--- config.mk ---
export PLATFORM = sky130hd
export DESIGN_NAME = irq_flag_ctrl
export DESIGN_NICKNAME = d
export VERILOG_FILES = /design/src/rtl/irq_flag_ctrl.sv
export SDC_FILE = /design/constraint.sdc
export NUM_CORES = 1
export LEC_CHECK = 0
export BUFFER_PORTS_ARGS = -buffer_cell sky130_fd_sc_hd__buf_2
export CORE_UTILIZATION = 23
export CTS_BUF_LIST = sky130_fd_sc_hd__clkbuf_8
export DETAILED_ROUTE_END_ITERATION = 6
export GPL_TIMING_DRIVEN = 0
export PLACE_DENSITY_LB_ADDON = 0.05
export SLEW_MARGIN = 20
export SYNTH_ARGS = -nofsm -noshare
export SYNTH_HDL_FRONTEND = slang
export SYNTH_SLANG_ARGS = --single-unit
--- constraint.sdc ---
create_clock -name clk -period 1.12 [get_ports clk]
set_input_delay 0.056 -clock clk [delete_from_list [all_inputs] [get_ports clk]]
set_output_delay 0.056 -clock clk [all_outputs]
set_load 0.01 [all_outputs]
--- src/rtl/irq_flag_ctrl.sv ---
module irq_flag_ctrl #(
  parameter int AW = 8,
  parameter int DW = 8,
  parameter int SYNC = 2,
  parameter logic [AW-1:0] EN_ADDR = 8'h04,
  parameter logic [AW-1:0] FLAG_ADDR = 8'h05
) (
  input  logic          clk,
  input  logic          rst_n,
  input  logic [AW-1:0] addr,
  input  logic [DW-1:0] wdata,
  input  logic          wr_en,
  output logic [DW-1:0] rdata,
  input  logic          lin_rx,
  input  logic          temp_hi,
  input  logic          supply_lo,
  input  logic          supply_hi,
  input  logic          ovc,
  output logic          irq,
  output logic          hs_off
);
  localparam int LIN_B = 5;
  localparam int HT_B  = 4;
  localparam int LV_B  = 3;
  localparam int HV_B  = 2;
  localparam int OC_B  = 1;
  localparam logic [DW-1:0] MASK = DW'((1 << (LIN_B + 1)) - (1 << OC_B));

  logic [SYNC:0]   lin_pipe;
  logic [DW-1:0]   flags, enables, set_vec, clr_vec;
  logic            lin_fall;

  always_ff @(posedge clk or negedge rst_n)
    if (!rst_n) lin_pipe <= '1;
    else        lin_pipe <= {lin_pipe[SYNC-1:0], lin_rx};

  assign lin_fall = lin_pipe[SYNC] & ~lin_pipe[SYNC-1];

  always_comb begin
    set_vec        = '0;
    set_vec[LIN_B] = lin_fall;
    set_vec[HT_B]  = temp_hi;
    set_vec[LV_B]  = supply_lo;
    set_vec[HV_B]  = supply_hi;
    set_vec[OC_B]  = ovc;
  end

  assign clr_vec = (wr_en && addr == FLAG_ADDR) ? (wdata & MASK) : '0;

  always_ff @(posedge clk or negedge rst_n)
    if (!rst_n) flags <= '0;
    else        flags <= ((flags & ~clr_vec) | set_vec) & MASK;

  always_ff @(posedge clk or negedge rst_n)
    if (!rst_n)                         enables <= '0;
    else if (wr_en && addr == EN_ADDR)  enables <= wdata & MASK;

  always_ff @(posedge clk or negedge rst_n)
    if (!rst_n) irq <= 1'b0;
    else        irq <= |(flags & enables);

  assign hs_off = supply_lo | supply_hi;

  always_comb
    if (addr == FLAG_ADDR)    rdata = flags;
    else if (addr == EN_ADDR) rdata = enables;
    else                      rdata = '0;
endmodule


* After elaboration in Yosys (flattened, before gate mapping)
Cells that the tools add are included.
Word-level totals: flip-flop bits (word level) 14, word-level logic and storage cells 19
Cells by class: reductions and logical operators 3, equality and inequality tests 2, bitwise operators 7, muxes and demuxes 3
Operators with widths (count):
- == test 8 x 3 -> 1 bit, second input constant | 2
- AND 6 bit | 2
- two-way mux 6 bit | 2
- two-way mux 8 bit | 1
- OR reduction 8 bit | 1
- inverter 6 bit | 1
- bitwise OR 6 bit | 1
- logical AND 1 bit | 2
- AND 1 bit | 1
- inverter 1 bit | 1
- bitwise OR 1 bit | 1

* Logic depth before layout (Yosys ltp)
word-level depth 6, mapped depth 4

* Worst setup path after synthesis
No wires, ideal clock.
kind input -> register, from input port addr[5], to register enables[1], setup time 0.125 ns, path buffers 0, arrival 0.945 ns, cell stages on the path 3, required time 0.995 ns, slack 0.051 ns, path through nor4_4 -> nand4b_4 -> mux2_2
On the way: word-level cells in the longest chain between the ends 2
RTL lines:
- start, declared | line 10 | input logic [AW-1:0] addr,
- == test 8 x 3 -> 1 bit | line 56 | else if (wr_en && addr == EN_ADDR) enables <= wdata & MASK;
- logical AND 1 bit | line 56
- end signal, assigned | line 56
- end, declared | line 30 | logic [DW-1:0] flags, enables, set_vec, clr_vec;
Every way passes these cells. A chain may end at the register's enable or synchronous reset.

* Final worst setup path
from register flags[1], to output port rdata[1]
On the way: word-level cells in the longest chain between the ends 1
RTL lines:
- start, declared | line 30
- start signal, assigned | line 52 | else flags <= ((flags & ~clr_vec) | set_vec) & MASK;
- two-way mux 8 bit | line 65 | if (addr == FLAG_ADDR) rdata = flags;
- end, declared | line 13 | output logic [DW-1:0] rdata,
Every way passes these cells.

==> run_results.csv <==
group,metric,value,unit
outcome,status,"finished, final reports clean",
yosys,ys_warn_count,0,
timing,clock_skew,0.00348,ns
timing,fmax,0.963,GHz
place,place.gp.congestion,0.711,
worst_setup_path,critPathLaunchType,"flip-flop",
grt,antenna_found_initial,0,
route,drc,0,
worst_setup_path,crit_cells,3,
worst_setup_path,critPathMaxStageDelay,0.40,ns
yosys,yosys_register_bits,14,
yosys,synthCells,54,
worst_setup_path,slowest_stage,"dfrtp_1",
pwr,power_density,1200,mW/mm^2
route,drt_iter0_drc,12,
route,first_pass_iters,4,
route,ant_nets,0,
timing,fin_crit,1.04,ns
cts,cts.clk_slew.worst_paths,0.06,ns
cts,cts_num_sinks,14,
place,portBuffers,26,
route,vias,554,
route,top_layer_used,"met4",
cts,root_buffer,"clkbuf_8",
min_path,holdCritPathClass,"in -> reg",
route,wl_per_cell,12.4,um
route,wl_met2,627,um
die,io_pins,34,
worst_setup_path,crit_buf_inv,1,
timing,tns,0,ns
die,coreArea,0.00278,mm^2
route,met1_length,788,um
pwr,power.leakage,0.506,nW
worst_setup_path,endpoint_kind,"output pin",
yosys,synth.distinct_cells,20,
route,viasPerCell,4.43,
worst_setup_path,crit_chain,"mux2i_1 > nor2_1 > buf_2",
die,fp.dieW,56.3,um
die,dieArea,0.00317,mm^2
timing,hold_viol_final,0,
flow_run,maxCapViolCount,0,
finish,nFillCells,284,
cts,numCtsBuffers,3,
grt,grt_pass1_wl,2550,um
route,postRouteWirelength,1550,um
yosys,synth_area_per_cell,12.6,um^2
finish,diodes,0,
die,initial_core_util,24.4,%
worst_setup_path,crit_required,1.06,ns
yosys,syn_area,678,um^2
grt,grt_util_all_layers,11.0,%
grt,grt_max_degree,15,
grt,gr-total-overflow,0,
worst_setup_path,r2r_cells,2,
cts,insertion_delay,0.24,ns
timing,finalCritPeriodShare,92.7,%
die,num_rows,19,
timing,grt_setup_unrepaired,"false",
worst_setup_path,critPathKind,"reg -> out",
pwr,power.total,0.00118,W
die,fp.dieH,56.3,um
route,dr_wl_met3,101,um
worst_setup_path,worst_ep_arrival_time,0.98,ns
cts,htreeDepth,1,
worst_setup_path,cp_max_fo,3,
timing,setup-violations-final,0,
cts,cts_tree,"yes",
finish,fin_nets,119,
place,dp_hpwl,1170,um
cts,clockBufferDepth,2,
pwr,ir_drop,0.684,mV
timing,finalMaxSlewViolations,0,
finish,drive_gt1_share,50.0,%
grt,first_global_vias,529,
worst_setup_path,crit_family,"flip-flops",
yosys,ys_seq_area_share,52.2,%
finish,syn2layout_area_growth,46.1,%
min_path,min_path_cells,2,
cell usage after synthesis, drive strengths merged:
| library cell | instances | area share [%] |
|---|---|---|
| mux2 | 5 | 8.3 |
| nand4 | 5 | 4.6 |
| clkbuf | 1 | 0.55 |
| a22o | 1 | 1.3 |
| a22oi | 1 | 1.1 |
| mux2i | 5 | 7.4 |
| nand2 | 2 | 1.1 |
| or2 | 1 | 0.92 |
| dfrtp | 11 | 41 |
| nor4 | 1 | 3.1 |
| conb | 1 | 0.55 |
| nor2 | 5 | 2.8 |
| a222oi | 1 | 1.5 |
| nor3b | 1 | 1.8 |
| dfstp | 3 | 12 |
| buf | 3 | 3.3 |
| and2 | 1 | 0.92 |
| inv | 1 | 0.55 |
| nand4b | 1 | 3.5 |
| a21o | 4 | 4.4 |
cell usage in the layout, fill, tap and decap left out, types with 2 or more instances in the layout:
master	count
nor2_1	5
dlygate4sd3_1	6
dfstp_2	3
clkbuf_8	4
buf_4	5
nand4_1	5
mux2i_1	5
dfrtp_1	11
nand2_1	2
conb_1	3
mux2_2	5
a21o_1	4
buf_2	26
path summary, 6_finish.rpt:
path                             start     endpoint  slack (ns)
min in group asynchronous        rst_n   enables[3]        0.25
max reg2reg                   flags[4]          irq        0.12
min reg2reg                lin_pipe[0]  lin_pipe[1]        0.36
min                           wdata[2]   enables[2]        0.06
max in group asynchronous        rst_n  lin_pipe[2]        0.58
max                           flags[1]     rdata[1]        0.08
sequential cells by signal, summed over array words and instances (netlist names):
register and flops:
irq 1, lin_pipe 3, enables 5, flags 5
layout make-up:
cell class              instances  area (um^2)  share of cell area, %
flip-flops and latches         14          354                   35.7
multi-input cells              37          308                   31.1
repair buffers                 34          205                   20.7
clock buffers                   4         55.1                   5.56
well taps                      31         38.8                   3.91
plain buffers                   4         26.3                   2.65
inverters                       1         3.75                  0.379
metrics by stage:
stage	worst slack [ns]	area, um^2	hold slack (ns)	instances	util, %
6_report	0.0816	991	0.0606	125	35.6
2_1_floorplan	0.0506	686	-0.240	56	-
3_3_place_gp	-0.247	855	-0.0214	113	30.7
5_1_grt	0.0226	991	0.0586	125	35.6
4_1_cts	0.0723	991	0.0586	125	35.6
3_5_place_dp	-0.273	855	-0.0233	113	30.7
power by group:
part | switching [W] | internal [W] | leakage, nW
registers | 0.0000103 | 0.000532 | 0.157
logic | 0.0000704 | 0.0000831 | 0.319
clock network | 0.000178 | 0.000311 | 0.0288
kinds of logic (layout without fill, tap and decap cells):
family / after synthesis / after routing / share of synthesized area (%)
flops: 14 / 14 / 52.2
mux: 10 / 10 / 15.7
simple gates: 17 / 17 / 18.8
compound gates: 7 / 7 / 8.30
buf+inv: 5 / 43 / 4.43
other cells: 1 / 3 / 0.553
metal layers:
layer	GRT usage (%)	vias up
li1	-	272
met2	14.5	25
met4	6.27	0
met3	3.00	5
met1	15.9	252
met5	0	-
timing repair:
item	in CTS	in global routing
buffers inserted	2	0
hold endpoints to repair	19	0
resized for setup	1	0
hold buffers	6	0
setup endpoints to repair	9	0
Note: power is estimated with default switching activity, not from simulation.
